$ cat src/rtl/rotpic_pkg.sv
package rotpic_pkg;

    typedef enum logic [1:0] {
        PORT_CMD  = 2'd0,
        PORT_DATA = 2'd1,
        PORT_TRIG = 2'd2,
        PORT_NONE = 2'd3
    } port_e;

    typedef enum logic {
        ST_RUN       = 1'b0,
        ST_WAIT_BASE = 1'b1
    } state_e;

    // decoded write, one flag per action
    typedef struct packed {
        logic init;
        logic data;
        logic trig;
        logic eoi_spec;
        logic eoi_ns;
        logic rotate;
        logic set_pri;
    } cmd_t;

endpackage

$ cat src/rtl/rotpic_cmd_dec.sv
module rotpic_cmd_dec
    import rotpic_pkg::*;
#(
    parameter int DW = 8,
    parameter int LW = 3
) (
    input  logic          wr_en,
    input  logic [1:0]    wr_addr,
    input  logic [DW-1:0] wr_data,
    output cmd_t          cmd,
    output logic [LW-1:0] cmd_line
);
    logic [2:0] op;
    assign op       = wr_data[DW-1:DW-3];
    assign cmd_line = wr_data[LW-1:0];

    always_comb begin
        cmd = '0;
        if (wr_en) begin
            unique case (port_e'(wr_addr))
                PORT_CMD: begin
                    if (wr_data[DW-4]) begin
                        cmd.init = 1'b1;
                    end else if (!wr_data[DW-5]) begin
                        case (op)
                            3'b001: cmd.eoi_ns = 1'b1;
                            3'b011: cmd.eoi_spec = 1'b1;
                            3'b101: begin
                                cmd.eoi_ns = 1'b1;
                                cmd.rotate = 1'b1;
                            end
                            3'b111: begin
                                cmd.eoi_spec = 1'b1;
                                cmd.rotate   = 1'b1;
                            end
                            3'b110: cmd.set_pri = 1'b1;
                            default: ;
                        endcase
                    end
                end
                PORT_DATA: cmd.data = 1'b1;
                PORT_TRIG: cmd.trig = 1'b1;
                PORT_NONE: ;
            endcase
        end
    end
endmodule

$ cat src/rtl/rotpic_capture.sv
module rotpic_capture #(
    parameter int NLINES = 8
) (
    input  logic              clk,
    input  logic              rst_n,
    input  logic [NLINES-1:0] irq_in,
    input  logic [NLINES-1:0] level_sel,
    input  logic [NLINES-1:0] clr,
    input  logic              flush,
    output logic [NLINES-1:0] irr_q
);
    logic [NLINES-1:0] prev_q;

    always_ff @(posedge clk or negedge rst_n) begin
        if (!rst_n) prev_q <= '0;
        else        prev_q <= irq_in;
    end

    for (genvar i = 0; i < NLINES; i++) begin : g_line
        logic nx;
        always_comb begin
            if (flush)             nx = 1'b0;
            else if (level_sel[i]) nx = irq_in[i];
            else                   nx = (irr_q[i] & ~clr[i]) | (irq_in[i] & ~prev_q[i]);
        end
        always_ff @(posedge clk or negedge rst_n) begin
            if (!rst_n) irr_q[i] <= 1'b0;
            else        irr_q[i] <= nx;
        end
    end
endmodule

$ cat src/rtl/rotpic_resolver.sv
module rotpic_resolver #(
    parameter int NLINES = 8,
    parameter int LW     = 3
) (
    input  logic [NLINES-1:0] vec,
    input  logic [LW-1:0]     base_off,
    output logic              hit,
    output logic [LW-1:0]     line,
    output logic [LW-1:0]     rank
);
    logic [LW-1:0] idx;

    // walk the ring from the lowest rank so the last match kept is rank-first
    always_comb begin
        hit  = 1'b0;
        line = '0;
        rank = '0;
        idx  = '0;
        for (int k = NLINES - 1; k >= 0; k--) begin
            idx = base_off + LW'(k);
            if (vec[idx]) begin
                hit  = 1'b1;
                line = idx;
                rank = LW'(k);
            end
        end
    end
endmodule

$ cat src/rtl/rotpic_top.sv
module rotpic_top
    import rotpic_pkg::*;
#(
    parameter int NLINES = 8,
    parameter int DW     = 8
) (
    input  logic              clk,
    input  logic              rst_n,
    input  logic [NLINES-1:0] irq_in,
    input  logic              wr_en,
    input  logic [1:0]        wr_addr,
    input  logic [DW-1:0]     wr_data,
    input  logic              ack_req,
    output logic              ack_valid,
    output logic [DW-1:0]     ack_vec,
    input  logic              poll_rd,
    output logic [DW-1:0]     poll_data,
    output logic              int_out
);
    localparam int LW = $clog2(NLINES);
    localparam int BW = DW - LW;

    state_e            state_q, state_nx;
    cmd_t              cmd;
    logic [LW-1:0]     cmd_line;
    logic [NLINES-1:0] irr_q, mask_q, isr_q, trig_q;
    logic [LW-1:0]     off_q;
    logic [BW-1:0]     base_q;

    logic [NLINES-1:0] req_vec, req_oh, eoi_oh, irr_clr, isr_nx, mask_nx;
    logic              req_hit, isr_hit, pend_ok, take, poll_take, eoi_go;
    logic [LW-1:0]     req_line, req_rank, isr_line, isr_rank, eoi_line, off_nx;
    logic [BW-1:0]     base_nx;

    rotpic_cmd_dec #(.DW(DW), .LW(LW)) dec_i (
        .wr_en    (wr_en),
        .wr_addr  (wr_addr),
        .wr_data  (wr_data),
        .cmd      (cmd),
        .cmd_line (cmd_line)
    );

    rotpic_capture #(.NLINES(NLINES)) cap_i (
        .clk       (clk),
        .rst_n     (rst_n),
        .irq_in    (irq_in),
        .level_sel (trig_q),
        .clr       (irr_clr),
        .flush     (cmd.init),
        .irr_q     (irr_q)
    );

    assign req_vec = irr_q & ~mask_q;

    rotpic_resolver #(.NLINES(NLINES), .LW(LW)) req_res_i (
        .vec      (req_vec),
        .base_off (off_q),
        .hit      (req_hit),
        .line     (req_line),
        .rank     (req_rank)
    );

    rotpic_resolver #(.NLINES(NLINES), .LW(LW)) isr_res_i (
        .vec      (isr_q),
        .base_off (off_q),
        .hit      (isr_hit),
        .line     (isr_line),
        .rank     (isr_rank)
    );

    // a request qualifies only if it outranks everything in service
    assign pend_ok   = req_hit && (!isr_hit || (req_rank < isr_rank));
    assign int_out   = pend_ok;
    assign req_oh    = NLINES'(1) << req_line;
    assign take      = ack_req && pend_ok;
    assign poll_take = poll_rd && pend_ok;

    assign eoi_line = cmd.eoi_spec ? cmd_line : isr_line;
    assign eoi_go   = cmd.eoi_spec || (cmd.eoi_ns && isr_hit);
    assign eoi_oh   = eoi_go ? (NLINES'(1) << eoi_line) : '0;

    assign irr_clr = (take ? (req_oh & ~trig_q) : '0) | (poll_take ? req_oh : '0);

    always_comb begin
        if (cmd.init) isr_nx = '0;
        else          isr_nx = (isr_q & ~eoi_oh & ~(poll_take ? req_oh : '0))
                               | (take ? req_oh : '0);

        if (cmd.init)                off_nx = '0;
        else if (cmd.set_pri)        off_nx = cmd_line + LW'(1);
        else if (eoi_go && cmd.rotate) off_nx = eoi_line + LW'(1);
        else                         off_nx = off_q;

        mask_nx = mask_q;
        base_nx = base_q;
        if (cmd.init)
            mask_nx = '0;
        else if (cmd.data && state_q == ST_RUN)
            mask_nx = wr_data[NLINES-1:0];
        else if (cmd.data && state_q == ST_WAIT_BASE)
            base_nx = wr_data[DW-1:LW];
    end

    // state transitions: T_INIT, T_REINIT, T_BASE
    always_comb begin
        state_nx = state_q;
        unique case (state_q)
            ST_RUN:       if (cmd.init) state_nx = ST_WAIT_BASE;
            ST_WAIT_BASE: if (cmd.init)      state_nx = ST_WAIT_BASE;
                          else if (cmd.data) state_nx = ST_RUN;
        endcase
    end

    always_ff @(posedge clk or negedge rst_n) begin
        if (!rst_n) state_q <= ST_RUN;
        else        state_q <= state_nx;
    end

    always_ff @(posedge clk or negedge rst_n) begin
        if (!rst_n) begin
            mask_q    <= '0;
            isr_q     <= '0;
            trig_q    <= '0;
            off_q     <= '0;
            base_q    <= '0;
            ack_valid <= 1'b0;
            ack_vec   <= '0;
            poll_data <= '0;
        end else begin
            mask_q    <= mask_nx;
            isr_q     <= isr_nx;
            off_q     <= off_nx;
            base_q    <= base_nx;
            ack_valid <= ack_req;
            if (cmd.trig) trig_q <= wr_data[NLINES-1:0];
            if (ack_req)
                ack_vec <= pend_ok ? {base_q, req_line} : {base_q, LW'(NLINES - 1)};
            if (poll_rd)
                poll_data <= pend_ok ? ((DW'(1) << (DW - 1)) | DW'(req_line))
                                     : DW'(NLINES - 1);
        end
    end
endmodule

$ cat config.mk
export PLATFORM = sky130hd
export DESIGN_NAME = rotpic_top
export DESIGN_NICKNAME = d
export VERILOG_FILES = /design/src/rtl/rotpic_pkg.sv /design/src/rtl/rotpic_cmd_dec.sv /design/src/rtl/rotpic_capture.sv /design/src/rtl/rotpic_resolver.sv /design/src/rtl/rotpic_top.sv
export SDC_FILE = /design/constraint.sdc
export NUM_CORES = 1
export LEC_CHECK = 0
export BUFFER_PORTS_ARGS = -buffer_cell sky130_fd_sc_hd__buf_2
export CAP_MARGIN = 25
export CORE_ASPECT_RATIO = 1.25
export CORE_MARGIN = 5
export CORE_UTILIZATION = 60
export DETAILED_ROUTE_END_ITERATION = 7
export PLACE_DENSITY = 0.78
export RECOVER_POWER = 50
export SLEW_MARGIN = 20
export SYNTH_ARGS = -nofsm -noshare
export SYNTH_HDL_FRONTEND = slang
export SYNTH_SLANG_ARGS = --single-unit
$ cat constraint.sdc
create_clock -name clk -period 5.7 [get_ports clk]
set_clock_uncertainty 0.05 [all_clocks]
set_input_delay 1.14 -clock clk [delete_from_list [all_inputs] [get_ports clk]]
set_output_delay 1.14 -clock clk [all_outputs]
set_load 0.05 [all_outputs]
==> results.sh <==
export IMPL_vias=4566
export IMPL_grtUsageTotal=0.2713
export IMPL_wl_um=13710
export IMPL_initial_core_util=0.6150
export IMPL_htree_num_levels=3
export IMPL_tightest_slew_ns=3.250
export IMPL_async_reset_ff_frac=1.000
export IMPL_cts_root_buffer="clkbuf_8"
export IMPL_die_y_um=113.0
export IMPL_crit_path_max_fanout=11
export IMPL_nNetsFinal=596
export IMPL_rows=37
export IMPL_antenna_left=0
export IMPL_status="finished with violations"
export IMPL_die_area_um2=10450
export IMPL_post_cts_buffers=0
export IMPL_grt_max_degree=63
export IMPL_cts_tree="done"
export IMPL_io_buffers=36
export IMPL_ys_flop_type="dfrtp_1"
export IMPL_drive_gt1_frac=0.2426
export IMPL_avgSynthCellArea_um2=9.472
export IMPL_antenna_cells=0
export IMPL_hold_buffers=0
export IMPL_fin_cells=670
export IMPL_grt_pass1_wl_um=22560
export IMPL_synth_seq_cells=62
export IMPL_cp_arrival_ns=4.25
export IMPL_routabilityCongestion=1.030
export IMPL_setup_worst_path_start_class="register"
export IMPL_cts_buffers=9
export IMPL_setup_viol=0
export IMPL_fin_crit_sh=0.9539
export IMPL_overflow=0
export IMPL_core_area_um2=8287
export IMPL_regToRegSetupSlack_ns=1.24
export IMPL_first_pass_iters=7
export IMPL_fin_crit_ns=5.437
export IMPL_violations="capacitance limit, slew limit"
export IMPL_hold_class="reg2reg"
export IMPL_areaGrowthSynthToFinish_pct=9.477
export IMPL_ys_seq_area_frac=0.3044
export IMPL_drv_cap=1
export IMPL_fillerInstances=653
export IMPL_path_class="reg2out"
export IMPL_cts_sinks=62
export IMPL_grt_antenna_before_repair=0
export IMPL_fmax_mhz=183.9
export IMPL_timing_setup_tns_ns=0
export IMPL_dp_hpwl_um=10120
export IMPL_hold_viol_final=0
export IMPL_ys_warn_count=0
export IMPL_dp_cells=654
export IMPL_die_x_um=92.43
export IMPL_syn_instance_count=538
export IMPL_cts_resized_gates=0
export IMPL_num_io_pins=41
export IMPL_wl_per_cell_um=20.46
export IMPL_grt_pass1_vias=4453
export IMPL_maxSlewHeadroom=-1.167
export IMPL_path_clk_slew_ns=0.07
export IMPL_drt_iter0_markers=373
export IMPL_netlist_area_um2=5096
export IMPL_synth_edf_count=0
export IMPL_critPathCaptureType="output pin"
export IMPL_synth_cell_types=78
export IMPL_viasPerCell=6.815
export IMPL_rsz0062_at_grt="no"
export IMPL_clockBufferDepth=2
export IMPL_clock_latency_ns=0.34
export IMPL_cp_data_required_time_ns=4.51
export IMPL_drc=0
export IMPL_drv_slew=63
==> routing by layer <==
metal / vias to the layer above / GRT usage / wire length, um
li1: 2091 / - / -
met4: 0 / 0.1120 / 413
met1: 2201 / 0.3579 / 5552
met3: 37 / 0.04654 / 1049
met5: - / 0 / 0
met2: 237 / 0.4424 / 6690
==> placed cells by master (no fill, tap or decap), types with 5 or more instances in the layout <==
master    count
a21oi_1      24
nor3_1        9
o22ai_1      10
clkbuf_8      9
a31oi_1       7
o32ai_1       5
clkbuf_1      7
o21ai_0      21
nor3b_1       5
buf_4        14
o211ai_1      8
and2_1        9
mux4_2       20
nand2_1      39
dfrtp_1      61
nor2b_1      15
mux2i_1      26
a21boi_0      5
a211oi_1     11
buf_2        31
mux2_2       31
a21o_1        9
nand3_1       6
nor2_1       44
a22oi_1       6
nand2b_1     14
inv_1        17
==> path summary, 6_finish.rpt <==
kind                                             end  depth (start not counted)             startpoint
max                                          int_out                         14   off_q[0]$_DFFE_PN0P_
min                            trig_q[6]$_DFFE_PN0P_                          2  trig_q[6]$_DFFE_PN0P_
max reg2reg                 cap_i.irr_q[1]$_DFF_PN0_                         15   off_q[0]$_DFFE_PN0P_
min reg2reg                    trig_q[6]$_DFFE_PN0P_                          2  trig_q[6]$_DFFE_PN0P_
max in group asynchronous       off_q[0]$_DFFE_PN0P_                          2                  rst_n
min in group asynchronous  cap_i.prev_q[3]$_DFF_PN0_                          2                  rst_n
==> synth_stat cells, types with 3 or more instances <==
cell type / number / share of area
inv_2: 3 / 0.0022
o21ai_0: 21 / 0.021
mux4_2: 20 / 0.088
a211oi_1: 11 / 0.016
a21boi_0: 5 / 0.0074
nor4b_1: 5 / 0.0086
o22ai_1: 10 / 0.012
buf_4: 8 / 0.012
mux2_2: 31 / 0.068
nand4_1: 4 / 0.0049
a221o_1: 3 / 0.0059
a22oi_1: 6 / 0.0088
mux2i_1: 26 / 0.051
o32ai_1: 5 / 0.0086
nor3_1: 9 / 0.0088
o211ai_1: 8 / 0.012
nor2_1: 44 / 0.032
a21o_1: 9 / 0.013
nor3b_1: 5 / 0.0074
or3_1: 3 / 0.0037
nor4_1: 3 / 0.0037
a221oi_2: 3 / 0.0088
nand3_1: 6 / 0.0059
a221oi_1: 4 / 0.0069
and3b_1: 4 / 0.0069
nor2b_1: 15 / 0.018
nand2_1: 39 / 0.029
a21oi_1: 24 / 0.024
nand2b_1: 14 / 0.017
a31oi_1: 7 / 0.0086
o21a_1: 3 / 0.0044
buf_2: 9 / 0.0088
ha_1: 5 / 0.012
o221ai_1: 3 / 0.0052
and2_1: 9 / 0.011
clkbuf_1: 17 / 0.013
dfrtp_1: 62 / 0.30
nand3b_1: 4 / 0.0059
inv_1: 17 / 0.013
o21ai_1: 4 / 0.0039
==> registers in the layout, indices dropped and copies added (netlist names) <==
| signal | count |
|---|---|
| ack_valid | 1 |
| ack_vec | 8 |
| base_q | 5 |
| cap_i.irr_q | 8 |
| cap_i.prev_q | 8 |
| isr_q | 8 |
| mask_q | 8 |
| off_q | 3 |
| poll_data | 4 |
| state_q | 1 |
| trig_q | 8 |
==> critical path: stages, from the launching register on <==
cell      delay (ns)
dfrtp_4         0.54
inv_4           0.04
ha_2            0.44
mux2_2          0.39
mux2i_1         0.21
a221oi_1        0.11
buf_4           0.18
or3_1           0.40
nand2_1         0.09
ha_1            0.23
a211oi_1        0.27
buf_4           0.18
nand4_1         0.24
a21oi_4         0.29
buf_2           0.30
==> metrics by stage <==
| stage | utilization | setup slack (ns) | cell area (um2) | hold slack [ns] |
|---|---|---|---|---|
| 4_1_cts | 0.6701 | 0.09344 | 5553 | 0.4444 |
| 3_3_place_gp | 0.6443 | 0.6636 | 5339 | 0.4096 |
| 3_5_place_dp | 0.6443 | 0.4884 | 5339 | 0.4283 |
| 6_report | 0.6733 | 0.2626 | 5579 | 0.4387 |
| 5_1_grt | 0.6733 | 0.02076 | 5579 | 0.4798 |
| 2_1_floorplan | - | 0.3918 | 5107 | 0.3944 |
==> cell families (layout without fill, tap and decap cells) <==
family | Yosys count | in the layout | synth area share
flops | 62 | 62 | 0.3044
simple gates | 180 | 180 | 0.1922
xor+xnor | 6 | 6 | 0.01473
buf+inv | 58 | 90 | 0.05426
other cells | 1 | 4 | 0.0007359
fa+ha+maj | 5 | 5 | 0.01228
mux | 78 | 78 | 0.2107
compound gates | 148 | 148 | 0.2107
==> layout make-up <==
type	count	area, um2	share of cell area
timing repair buffer	52	294.0	0.05270
multi-input combinational	421	3309	0.5932
clock buffer	10	127.6	0.02288
tap	97	121.4	0.02175
inverter	22	85.08	0.01525
sequential	62	1555	0.2788
clock inverter	6	86.33	0.01547
Power is not shown: default switching activity piles up to over one toggle a cycle in this logic, so the estimate is an artifact.
